<file path="src/rtl/afh_pkg.sv">
package afh_pkg;

    typedef enum logic [2:0] {
        ST_IDLE     = 3'd0,
        ST_RD_LOW   = 3'd1,
        ST_WR_SETUP = 3'd2,
        ST_WR_LOW   = 3'd3,
        ST_WR_HOLD  = 3'd4,
        ST_TURN     = 3'd5
    } afh_state_e;

    function automatic int max2(input int a, input int b);
        return (a > b) ? a : b;
    endfunction

endpackage

</file>
<file path="src/rtl/afh_flag_sync.sv">
module afh_flag_sync #(
    parameter int N_FLAGS = 2,
    parameter int STAGES  = 2
) (
    input  logic               clk_i,
    input  logic               rst_ni,
    input  logic [N_FLAGS-1:0] async_i,
    output logic [N_FLAGS-1:0] sync_o
);

    // Flags are active low, so the chains reset to the inactive level.
    for (genvar f = 0; f < N_FLAGS; f++) begin : g_flag
        logic [STAGES-1:0] chain_q;

        always_ff @(posedge clk_i or negedge rst_ni) begin
            if (!rst_ni) begin
                chain_q <= '1;
            end else begin
                chain_q <= {chain_q[STAGES-2:0], async_i[f]};
            end
        end

        assign sync_o[f] = chain_q[STAGES-1];
    end

endmodule

</file>
<file path="src/rtl/afh_cycle_timer.sv">
module afh_cycle_timer #(
    parameter int CNT_W = 2
) (
    input  logic             clk_i,
    input  logic             rst_ni,
    input  logic             load_i,
    input  logic [CNT_W-1:0] load_val_i,
    output logic             done_o
);

    logic [CNT_W-1:0] cnt_q;

    always_ff @(posedge clk_i or negedge rst_ni) begin
        if (!rst_ni) begin
            cnt_q <= '0;
        end else if (load_i) begin
            cnt_q <= load_val_i;
        end else if (cnt_q != '0) begin
            cnt_q <= cnt_q - 1'b1;
        end
    end

    assign done_o = (cnt_q == '0);

endmodule

</file>
<file path="src/rtl/afh_rx_slot.sv">
module afh_rx_slot #(
    parameter int DATA_W = 8
) (
    input  logic              clk_i,
    input  logic              rst_ni,
    input  logic              fill_i,
    input  logic [DATA_W-1:0] fill_data_i,
    output logic [DATA_W-1:0] data_o,
    output logic              valid_o,
    input  logic              ready_i
);

    always_ff @(posedge clk_i or negedge rst_ni) begin
        if (!rst_ni) begin
            valid_o <= 1'b0;
            data_o  <= '0;
        end else if (fill_i) begin
            valid_o <= 1'b1;
            data_o  <= fill_data_i;
        end else if (valid_o && ready_i) begin
            valid_o <= 1'b0;
        end
    end

endmodule

</file>
<file path="src/rtl/afh_host_ctrl.sv">
module afh_host_ctrl
    import afh_pkg::*;
#(
    parameter int DATA_W        = 8,
    parameter int SYNC_STAGES   = 2,
    parameter int RD_PULSE_CYC  = 3,
    parameter int RD_SAMPLE_CYC = 2,
    parameter int WR_SETUP_CYC  = 1,
    parameter int WR_PULSE_CYC  = 3,
    parameter int WR_HOLD_CYC   = 1,
    parameter int TURN_CYC      = 1
) (
    input  logic              clk_i,
    input  logic              rst_ni,
    input  logic              rx_avail_ni,
    input  logic              tx_space_ni,
    output logic              rd_strobe_no,
    output logic              wr_strobe_no,
    input  logic [DATA_W-1:0] bus_din_i,
    output logic [DATA_W-1:0] bus_dout_o,
    output logic              bus_oe_o,
    output logic [DATA_W-1:0] rx_data_o,
    output logic              rx_valid_o,
    input  logic              rx_ready_i,
    input  logic [DATA_W-1:0] tx_data_i,
    input  logic              tx_valid_i,
    output logic              tx_ready_o
);

    // The read low time must cover both the width and the sample delay.
    localparam int RD_LOW_CYC = max2(RD_PULSE_CYC, RD_SAMPLE_CYC);
    localparam int MAX_CYC    = max2(max2(RD_LOW_CYC, WR_PULSE_CYC),
                                     max2(max2(WR_SETUP_CYC, WR_HOLD_CYC), TURN_CYC));
    localparam int CNT_W      = (MAX_CYC > 1) ? $clog2(MAX_CYC) : 1;

    localparam logic [CNT_W-1:0] LD_RD    = CNT_W'(RD_LOW_CYC - 1);
    localparam logic [CNT_W-1:0] LD_SETUP = CNT_W'(WR_SETUP_CYC - 1);
    localparam logic [CNT_W-1:0] LD_WR    = CNT_W'(WR_PULSE_CYC - 1);
    localparam logic [CNT_W-1:0] LD_HOLD  = CNT_W'(WR_HOLD_CYC - 1);
    localparam logic [CNT_W-1:0] LD_TURN  = CNT_W'(TURN_CYC - 1);

    afh_state_e       state_q, state_n;
    logic [1:0]       flags_s;
    logic             rx_flag_s, tx_flag_s;
    logic             tmr_load, tmr_done;
    logic [CNT_W-1:0] tmr_val;
    logic             grant_rd, grant_wr, capture;
    logic             rd_ok, wr_ok;
    logic             rd_wait_q, wr_wait_q;
    logic             last_wr_q;
    logic             slot_free;

    afh_flag_sync #(
        .N_FLAGS (2),
        .STAGES  (SYNC_STAGES)
    ) u_sync (
        .clk_i   (clk_i),
        .rst_ni  (rst_ni),
        .async_i ({tx_space_ni, rx_avail_ni}),
        .sync_o  (flags_s)
    );

    assign rx_flag_s = flags_s[0];
    assign tx_flag_s = flags_s[1];

    afh_cycle_timer #(
        .CNT_W (CNT_W)
    ) u_timer (
        .clk_i      (clk_i),
        .rst_ni     (rst_ni),
        .load_i     (tmr_load),
        .load_val_i (tmr_val),
        .done_o     (tmr_done)
    );

    afh_rx_slot #(
        .DATA_W (DATA_W)
    ) u_slot (
        .clk_i       (clk_i),
        .rst_ni      (rst_ni),
        .fill_i      (capture),
        .fill_data_i (bus_din_i),
        .data_o      (rx_data_o),
        .valid_o     (rx_valid_o),
        .ready_i     (rx_ready_i)
    );

    assign slot_free = !rx_valid_o || rx_ready_i;
    assign rd_ok     = !rx_flag_s && !rd_wait_q && slot_free;
    assign wr_ok     = !tx_flag_s && !wr_wait_q && tx_valid_i;

    // Next state, timer reloads, grants and capture.
    always_comb begin
        state_n  = state_q;
        tmr_load = 1'b0;
        tmr_val  = '0;
        grant_rd = 1'b0;
        grant_wr = 1'b0;
        capture  = 1'b0;
        unique case (state_q)
            ST_IDLE: begin
                if (rd_ok && (!wr_ok || last_wr_q)) begin
                    grant_rd = 1'b1;
                    state_n  = ST_RD_LOW;
                    tmr_load = 1'b1;
                    tmr_val  = LD_RD;
                end else if (wr_ok) begin
                    grant_wr = 1'b1;
                    state_n  = ST_WR_SETUP;
                    tmr_load = 1'b1;
                    tmr_val  = LD_SETUP;
                end
            end
            ST_RD_LOW: begin
                if (tmr_done) begin
                    capture  = 1'b1;
                    state_n  = ST_TURN;
                    tmr_load = 1'b1;
                    tmr_val  = LD_TURN;
                end
            end
            ST_WR_SETUP: begin
                if (tmr_done) begin
                    state_n  = ST_WR_LOW;
                    tmr_load = 1'b1;
                    tmr_val  = LD_WR;
                end
            end
            ST_WR_LOW: begin
                if (tmr_done) begin
                    state_n  = ST_WR_HOLD;
                    tmr_load = 1'b1;
                    tmr_val  = LD_HOLD;
                end
            end
            ST_WR_HOLD: begin
                if (tmr_done) begin
                    state_n  = ST_TURN;
                    tmr_load = 1'b1;
                    tmr_val  = LD_TURN;
                end
            end
            ST_TURN: begin
                if (tmr_done) begin
                    state_n = ST_IDLE;
                end
            end
            default: state_n = ST_IDLE;
        endcase
    end

    assign tx_ready_o = grant_wr;

    // State register plus arbitration and recovery memory.
    always_ff @(posedge clk_i or negedge rst_ni) begin
        if (!rst_ni) begin
            state_q   <= ST_IDLE;
            last_wr_q <= 1'b1;
            rd_wait_q <= 1'b0;
            wr_wait_q <= 1'b0;
        end else begin
            state_q <= state_n;
            if (grant_rd) begin
                last_wr_q <= 1'b0;
            end else if (grant_wr) begin
                last_wr_q <= 1'b1;
            end
            if (grant_rd) begin
                rd_wait_q <= 1'b1;
            end else if (rx_flag_s) begin
                rd_wait_q <= 1'b0;
            end
            if (grant_wr) begin
                wr_wait_q <= 1'b1;
            end else if (tx_flag_s) begin
                wr_wait_q <= 1'b0;
            end
        end
    end

    // Registered bus outputs, decoded from the next state.
    always_ff @(posedge clk_i or negedge rst_ni) begin
        if (!rst_ni) begin
            rd_strobe_no <= 1'b1;
            wr_strobe_no <= 1'b1;
            bus_oe_o     <= 1'b0;
            bus_dout_o   <= '0;
        end else begin
            rd_strobe_no <= (state_n != ST_RD_LOW);
            wr_strobe_no <= (state_n != ST_WR_LOW);
            bus_oe_o     <= (state_n == ST_WR_SETUP) || (state_n == ST_WR_LOW) ||
                            (state_n == ST_WR_HOLD);
            if (grant_wr) begin
                bus_dout_o <= tx_data_i;
            end
        end
    end

endmodule

</file>
<file path="config.mk">
export PLATFORM = sky130hd
export DESIGN_NAME = afh_host_ctrl
export DESIGN_NICKNAME = d
export VERILOG_FILES = /design/src/rtl/afh_pkg.sv /design/src/rtl/afh_flag_sync.sv /design/src/rtl/afh_cycle_timer.sv /design/src/rtl/afh_rx_slot.sv /design/src/rtl/afh_host_ctrl.sv
export SDC_FILE = /design/constraint.sdc
export NUM_CORES = 1
export LEC_CHECK = 0
export BUFFER_PORTS_ARGS = -buffer_cell sky130_fd_sc_hd__buf_4
export CAP_MARGIN = 40
export CORE_MARGIN = 2
export CORE_UTILIZATION = 50
export DETAILED_ROUTE_END_ITERATION = 10
export PLACE_DENSITY = 0.77
export REMOVE_ABC_BUFFERS = 1
export SETUP_SLACK_MARGIN = 0.2
export SYNTH_ARGS = -nofsm -noshare
export SYNTH_HDL_FRONTEND = slang
export SYNTH_SLANG_ARGS = --single-unit
</file>
<file path="constraint.sdc">
create_clock -name clk_i -period 2.75 [get_ports clk_i]
set_input_delay 0.55 -clock clk_i [delete_from_list [all_inputs] [get_ports clk_i]]
set_output_delay 0.55 -clock clk_i [all_outputs]
set_load 0.01 [all_outputs]
</file>
==> results.txt, run 1 <==
Largest incremental delay on the critical path: 550 ps. The initialized floorplan defines 19 standard-cell rows. The die is 56.7 um tall. After routing the design area is 1770 um^2.

The tools report the share of the core filled with cells in the final layout as 0.660. Across the VDD grid, the largest voltage drop is 0.755 mV. The total overflow reported by the global router is 0. The top cell types in the final layout, fill and taps aside, are 43 x buf_4, 25 x dfrtp_1, 10 x mux2_2.

The final cycle utilization of the critical path was 0.753. The post-route clock skew was 7.50 ps. Summed over all nets, the half-perimeter wirelength after detailed placement is 1.66 mm. For the worst setup path, the data required time is 2200 ps. The tools report the maximum buffer depth of the clock tree as 2. The first global-routing pass estimated 3.97 mm of wire. The tools report the final antenna diode count as 0.

In this run the cell area measured after placement is 1710 um^2. Dividing the detail-routed wire length by the instance count gives 13.0 um. Setup repair after global routing left no endpoint under its margin.

Initial cell density of the core: 0.517. Summed over all layers, the routed wires come to 2.30 mm. The routed length on met1 is 1.02 mm, and the total global-route track usage is 0.168. STA classifies the critical path startpoint as a flip-flop. 43 I/O pins were placed. TritonCTS built the clock tree. Share of the yosys chip area belonging to registers: 0.583. The root buffer cell chosen for the clock tree is clkbuf_4. The setup slack of the worst register-to-register path was 820 ps. The highest net fanout along the worst path came out at 11. The final-layout fill cell count is 202, and the slew at the pin closest to its max-slew limit is 442 ps. Sum of met3 wire segment lengths after detailed routing: 172 um.

The proportion of layout cells with a drive suffix above 1 was 0.527; the number of buffers added by the clock tree synthesis step was 5. The detailed router finished its first iteration with 29 violations. The top achievable clock speed was 483 MHz; the number of global-route vias before repair was 913. The post-synthesis area per instance is 13.9 um^2, and the clock transition time at the flip-flop clock pins of the worst setup and hold paths is 90 ps.

Number of violations of the max-capacitance limit: 0. For this design the ratio of total power to cell area is 1110 nW/um^2. After detailed routing, the number of remaining DRC violations is 0.

The run finished with clean final reports. Leaving out filler cells and counting taps, the final layout contains 177. The die footprint is 3210 um^2, and the clock sink count is 32. The logs give 100 for the synthesized netlist cell count and 902 for the number of vias in the routed layout.

The tools report the H-tree depth reported by CTS as 2. The most common cell after layout, fill and taps aside is buf_4. Including well taps, the total number of placed cells is 169.

The number of antenna violations at the first check in global routing is 0, and the post-detailed-route count of antenna-violating nets is 0. The synthesized netlist contains 32 unique library cells. Relative to the synthesized area, the layout overhead comes to 27.9%. Wire segments on met2 add up to 1.06 mm in the final route. In this run the worst hold path is classified as primary input to async pin. Entering global routing, the biggest net connects 33 pins. Capturing element type of the critical path: a primary output. The number of synthesized register bits is 32. The signal on the critical path passes through nor3_4 > nand2_2 > a31oi_4 > buf_4. The max-slew violation total from the final report is 0. Post-CTS setup repair buffer count: 0. The Yosys step of the flow raised 0 warnings. The smallest clock period supported by the final layout is computed as 2070 ps.

In this run the cell area of the synthesized design comes to 1390 um^2. In this run the horizontal extent of the chip is 56.7 um. The critical path start-end classification is flip-flop to primary output.

After detailed routing, the number of vias per cell comes to 5.10. The pre-antenna-repair detailed-routing pass consisted of 4 iterations. For the leakage power of the design, the log shows 0.852 nW. For this design, the CTS-stage hold fixing added 0 buffers.

For the final number of hold-violating endpoints, the log shows 0. Library cell contributing the largest single delay on the critical path: dfrtp_1. For the worst-skew pair, the clock arrives at the later sink with an insertion delay of 330 ps. Setup violations remaining at the end of the flow were counted as 0.

The post-cts gate resize count came out at 0. The tools report the worst slew slack as a fraction of its limit as 0.706. The tools report the accumulated negative setup slack as 0 ps. The net count of the finished layout is 168. Routability-driven placement finished with a final weighted congestion of 0.826.

The detailed router used layers up to and including met4. The core footprint is 2690 um^2, and the count of input and output buffers is 42. For the worst endpoint data arrival time, the log shows 1520 ps.
## cell usage after synthesis (all sizes together)
cell type   n  area share
dfrtp      25        0.45
mux2       16        0.14
dfstp       7        0.13
nand2       7       0.021
inv         6       0.016
buf         5       0.032
nor2        5       0.014
mux2i       3       0.022
nand2b      3       0.014
a21o        2       0.011
nand3       2      0.0072
nor3        2       0.023
o21ai       2      0.0072
o31ai       2       0.011
xor2        2       0.013
a2111o      1      0.0081
a2111oi     1      0.0063
a21oi       1      0.0036
a22oi       1      0.0054
a311o       1      0.0072
a31oi       1       0.015
a32oi       1      0.0063
and3        1      0.0045
ha          1      0.0090
nor2b       1      0.0045
nor3b       1       0.014
## path summary, 6_finish.rpt
| kind | start | end | cells after the start |
|---|---|---|---|
| setup / recovery | state_q[2] | tx_ready_o | 4 |
| hold / removal | rst_ni | u_slot.valid_o | 1 |
| setup reg to reg | u_timer.cnt_q[0] | u_slot.data_o[5] | 5 |
| hold reg to reg | u_sync.g_flag[1].chain_q[0] | u_sync.g_flag[1].chain_q[1] | 0 |
| max in group asynchronous | rst_ni | u_sync.g_flag[1].chain_q[0] | 1 |
| min in group clk_i | tx_space_ni | u_sync.g_flag[1].chain_q[0] | 1 |
## power breakdown
part | internal [mW] | leakage, nW | switching [mW] | total (mW)
Combinational | 0.472 | 0.435 | 0.365 | 0.838
Sequential | 0.675 | 0.379 | 0.160 | 0.835
Clock | 0.150 | 0.0386 | 0.146 | 0.297
Total | 1.30 | 0.852 | 0.671 | 1.97
## area by class of cell
cell class / count / area (um^2) / share of cell area
sequential: 32 / 810 / 0.456
clock buffer: 8 / 68.8 / 0.0388
tap: 31 / 38.8 / 0.0219
multi-input combinational: 57 / 512 / 0.288
timing repair buffer: 43 / 323 / 0.182
inverter: 6 / 22.5 / 0.0127
## per-stage QoR
step	setup WS (ps)	power [mW]	hold slack, ps
after global placement	913	1.65	348
final	679	1.97	139
after CTS	644	2.00	126
after global routing	550	2.12	133
after detailed placement	819	1.69	350
after floorplan	974	1.35	254
## critical path: cells and delay by family (launching register included)
kind,cells,cell delay [ps]
DFF,1,550
buffers and inverters,1,140
and+or+nand+nor,2,350
AOI/OAI and AO/OA,1,150
## registers in the layout, indices dropped and copies added, names as in the netlist
name	flops
bus_oe_o	1
u_slot.data_o	8
rd_strobe_no	1
last_wr_q	1
u_slot.valid_o	1
bus_dout_o	8
state_q	3
u_sync.g_flag.chain_q	4
u_timer.cnt_q	2
rd_wait_q	1
wr_wait_q	1
wr_strobe_no	1
## routing by layer
| metal | global-route usage | up-vias |
|---|---|---|
| li1 | - | 440 |
| met1 | 0.201 | 424 |
| met4 | 0.0918 | 0 |
| met5 | 0 | - |
| met3 | 0.0806 | 7 |
| met2 | 0.249 | 31 |
## cells by family after synthesis
| group | share of synthesized area |
|---|---|
| compound gates | 0.0811 |
| mux | 0.165 |
| buf+inv | 0.0478 |
| flops | 0.583 |
| fa+ha+maj | 0.00902 |
| xor+xnor | 0.0126 |
| simple gates | 0.101 |
Note: power is estimated with default switching activity, not from simulation.
==> run 2: changes to the inputs <==
--- a/config.mk
+++ b/config.mk
@@ -5,12 +5,13 @@
 export SDC_FILE = /design/constraint.sdc
 export NUM_CORES = 1
 export LEC_CHECK = 0
+export ABC_AREA = 1
 export BUFFER_PORTS_ARGS = -buffer_cell sky130_fd_sc_hd__buf_4
 export CAP_MARGIN = 40
 export CORE_MARGIN = 2
-export CORE_UTILIZATION = 50
+export CORE_UTILIZATION = 44
 export DETAILED_ROUTE_END_ITERATION = 10
-export PLACE_DENSITY = 0.77
+export PLACE_DENSITY = 0.72
 export REMOVE_ABC_BUFFERS = 1
 export SETUP_SLACK_MARGIN = 0.2
 export SYNTH_ARGS = -nofsm -noshare
==> constraint.sdc (replaced) <==
create_clock -name clk_i -period 1.8 [get_ports clk_i]
set_input_delay 0.36 -clock clk_i [delete_from_list [all_inputs] [get_ports clk_i]]
set_output_delay 0.36 -clock clk_i [all_outputs]
set_load 0.01 [all_outputs]
==> run 2 against run 1 <==
Area after synthesis shrank 2.7%. Final cell count grew 30%. Sequential power grew 45%. Critical endpoint unchanged. Largest power group unchanged.
==> results.txt, run 2 <==
Among all flip-flop cells after synthesis, the most frequent one is dfrtp_1. The clock sink count is 32 (unchanged). For the post-route clock skew, the log shows 7.98 ps (+0.487 ps). The share of the yosys chip area belonging to registers came out at 0.600 (+0.0162).

The flow ran to the end, and the final reports show no timing, DRC or antenna violations. The power density over the cells is 1770 nW/um^2 (+59%), and the clock transition time at the flip-flop clock pins of the worst setup and hold paths is 100 ps (about the same). The min-delay analysis places its worst path in the category primary input to flip-flop. The height of the die was 59.4 um (+4.8%).

The detail-routed net length per standard cell is 12.9 um (-0.80%), and the maximum buffer depth of the clock tree is 2 (unchanged). The distinct cell type count after synthesis is 19 (-41%). The number of global-route vias before repair was 1113 (+22%). The layout net count is 219 (+30%). Counting instances in the post-synthesis netlist gives the leading cell types as 47 x nand2_1, 25 x dfrtp_1, 13 x inv_1. In the layout the commonest cells are 53 x buf_4, 46 x nand2_1, 25 x dfrtp_1.

Detailed-route DRC error count: 0 (unchanged). Largest net degree at the start of global routing: 33 (unchanged). Fraction of registers with async set/reset: 1.00 (unchanged). The number of synthesized register bits is 32 (unchanged). STA classifies the critical path startpoint as a flip-flop.

The post-synthesis area per instance came out at 10.0 um^2 (-28%). The most common cell after layout, fill and taps aside is buf_4. The count of input and output buffers was 42 (unchanged); the core footprint was 2980 um^2 (+11%). The final cycle utilization of the critical path is 0.933.

The half-perimeter wire length after detailed placement was 2.02 mm (+22%); the final weighted congestion in routability-driven placement was 0.780 (-5.5%). TritonCTS built the clock tree. The xor and xnor area share after synthesis was 0 (-0.0126). Based on the critical path, the design can be clocked at up to 595 MHz.

The worst voltage drop across the vdd grid came out at 0.876 mV (+16%). In the final layout, the registers with the most flip-flops are bus_dout_o: 8 flops, u_slot.data_o: 8 flops, u_sync.g_flag.chain_q: 4 flops. The worst hold slack was 122 ps (-16.9 ps). Net switching share of the total power: 0.358 (+0.0172). The run gives 0.453 (-0.0632) as the initial cell density of the core. The accumulated negative setup slack is 0 ps (unchanged), and the total number of placement rows is 20 (+1). The highest net fanout along the worst path was 2 (-9). The total global-route track usage is 0.188 (+0.0199), and the count of synthesis-stage warnings from yosys is 0 (unchanged). The run gives 330 ps (about the same) as the clock latency at the later pin of the worst-skew pair. For the final antenna diode count, the log shows 0 (unchanged). Starting DRC count in detailed routing: 30 (+3.4%). STA classifies the critical path endpoint as a primary output. In the post-synthesis netlist, the cell with the most instances is nand2_1.

The tools report the post-detailed-route count of antenna-violating nets as 0 (unchanged). Synthesized netlist cell count: 135 (+35%). Yosys attributes the largest share of cell area to dfrtp_1 46%, dfstp_2 14%, nand2_1 13%, mux2_4 8.9%, inv_1 3.6%. The number of buffers added by the clock tree synthesis step was 5 (unchanged). Counting I/O delays and the setup requirement, the final critical path takes 1680 ps. The slew at the pin closest to its max-slew limit was 392 ps (-49.4 ps); the proportion of layout cells with a drive suffix above 1 was 0.447 (-0.0807). The summed area of non-filler cells in the final layout came out at 1890 um^2 (+6.6%). The worst slew slack as a fraction of its limit is 0.738 (+0.0329), and the area share of the leading cell type in the synthesized netlist is 0.463 (+0.0125). The number of vias in the routed layout came out at 1144 (+27%). The post-synthesis share of cell area spent on full adders, half adders and majority gates was 0.00927 (+0.000251). Placed cell area: 1700 um^2 (-0.15%). The total wire length was 2.97 mm (+29%); the area fraction in and, or, nand and nor cells after synthesis was 0.222 (+0.121).

The ratio of routed vias to standard cells came out at 4.97 (-2.4%). After synthesis, the largest family of logic cells by area is simple AND/OR/NAND/NOR gates. The tools report the number of violations of the max-capacitance limit as 0 (unchanged). The final-layout fill cell count is 244 (+21%), and the leakage power of the design is 1.03 nW (+21%). Internal power: 2.14 mW (+65%). The logs give 4.87 mm (+23%) for the global-route wire length before repair and 3530 um^2 (+9.8%) for the die footprint. The tree is rooted in a clkbuf_4. The count of flip-flops with a built-in enable after synthesis was 0 (unchanged); the net load switching power was 1.20 mW (+78%). Leading area contributor after synthesis: dfrtp_1. The tools report the part of the total power dissipated in the clock network as 0.158 (+0.007). The max-slew violation total from the final report was 0 (unchanged); the worst endpoint data arrival time was 1320 ps (-200 ps).

The die boundary width came out at 59.4 um (+4.8%). The run gives 4 (unchanged) as the number of iterations in the first detailed-routing pass. For the total overflow reported by the global router, the log shows 0 (unchanged). The growth of design area from synthesis to finish came out at 40.0%. Setup repair after global routing could not meet its margin everywhere.

For the setup violation total in the final timing report, the log shows 0 (unchanged). Critical path start-end classification: flip-flop to primary output. Number of I/O pins: 43 (unchanged).

The H-tree depth reported by CTS was 2 (unchanged). The register share of total power was 0.363 (-0.061); the number of antenna violations at the first check in global routing was 0 (unchanged). The worst endpoint required time was 1440 ps (-760 ps). The area fraction in compound gates after synthesis is 0.0306 (-0.0506). The tools report the synthesized cell area as 1350 um^2 (-2.7%). The tools report the final number of hold-violating endpoints as 0 (unchanged). The combinational fraction of design power was 0.480 (+0.055); the post-synthesis mux area share was 0.0890 (-0.0760).
-- run 2: cell count changes after synthesis, sizes merged, moves of 3 or more --
cell	change
buf	-4
inv	+9
mux2	-8
mux2i	-3
nand2	+43
nand2b	-3
nand3	+5
nor2	+6
o21ai	+3
-- run 2: kinds of logic (layout without fill, tap and decap cells) --
kind of cell / after synthesis / after routing
AOI/OAI and AO/OA: 7 / 7
adders and majority gates: 1 / 1
buffers and inverters: 16 / 78
DFF: 32 / 32
muxes: 8 / 8
and+or+nand+nor: 71 / 71
-- run 2: per-stage QoR --
stage               total power [mW]  worst slack, ps   util  instances
detailed placement              2.67              286  0.572        210
global placement                2.60              378  0.572        210
finish                          3.34              121  0.635        230
CTS                             3.30              132  0.620        225
floorplan                       2.11              459      -        134
global route                    3.59             18.8  0.635        230
-- run 2: power groups by stage --
| stage | clock network [mW] | registers (mW) | logic (mW) |
|---|---|---|---|
| final | 0.527 | 1.21 | 1.60 |
| after global routing | 0.582 | 1.25 | 1.76 |
| after CTS | 0.548 | 1.21 | 1.54 |
| after detailed placement | 0 | 1.24 | 1.43 |
| after global placement | 0 | 1.23 | 1.37 |
| after floorplan | 0 | 1.31 | 0.800 |
-- run 2: path summary, 6_finish.rpt --
| kind | from | end | slack [ps] | depth (start not counted) |
|---|---|---|---|---|
| setup / recovery | wr_wait_q | tx_ready_o | 120 | 6 |
| hold / removal | rx_avail_ni | u_sync.g_flag[0].chain_q[0] | 120 | 1 |
| setup reg to reg | u_timer.cnt_q[0] | u_slot.data_o[5] | 310 | 6 |
| hold reg to reg | u_sync.g_flag[0].chain_q[0] | u_sync.g_flag[0].chain_q[1] | 360 | 0 |
| max in group asynchronous | rst_ni | wr_strobe_no | 990 | 2 |
| min in group asynchronous | rst_ni | bus_dout_o[7] | 490 | 2 |
-- run 2: metal layers --
metal  wire length [um]  track usage
met5                  0            0
met4                 42       0.0682
met3                178       0.0742
met2               1570        0.301
met1               1180        0.230
-- run 2: area by class of cell --
type,count,area [um^2],share of cell area
clock inverters,2,35.0,0.0185
repair buffers,55,419,0.222
multi-input cells,87,485,0.257
inverters,15,58.8,0.0311
clock buffers,6,41.3,0.0218
well taps,33,41.3,0.0218
flip-flops and latches,32,810,0.428
-- run 2: what timing repair did --
item | 4_1_cts | 5_1_grt
hold buffers | 1 | 0
endpoints found under the setup margin | 1 | 9
gates resized for setup | 4 | 3
pin swaps | 4 | 4
buffers inserted | 6 | 5
hold endpoints to repair | 25 | 0
-- run 2: critical path, cell delays in order, from the launching register on --
cell and delay, ps:
dfrtp_1 400, nor2_2 150, nand2_2 70, nor2_2 130, nand2_2 90, inv_4 60, buf_6 90
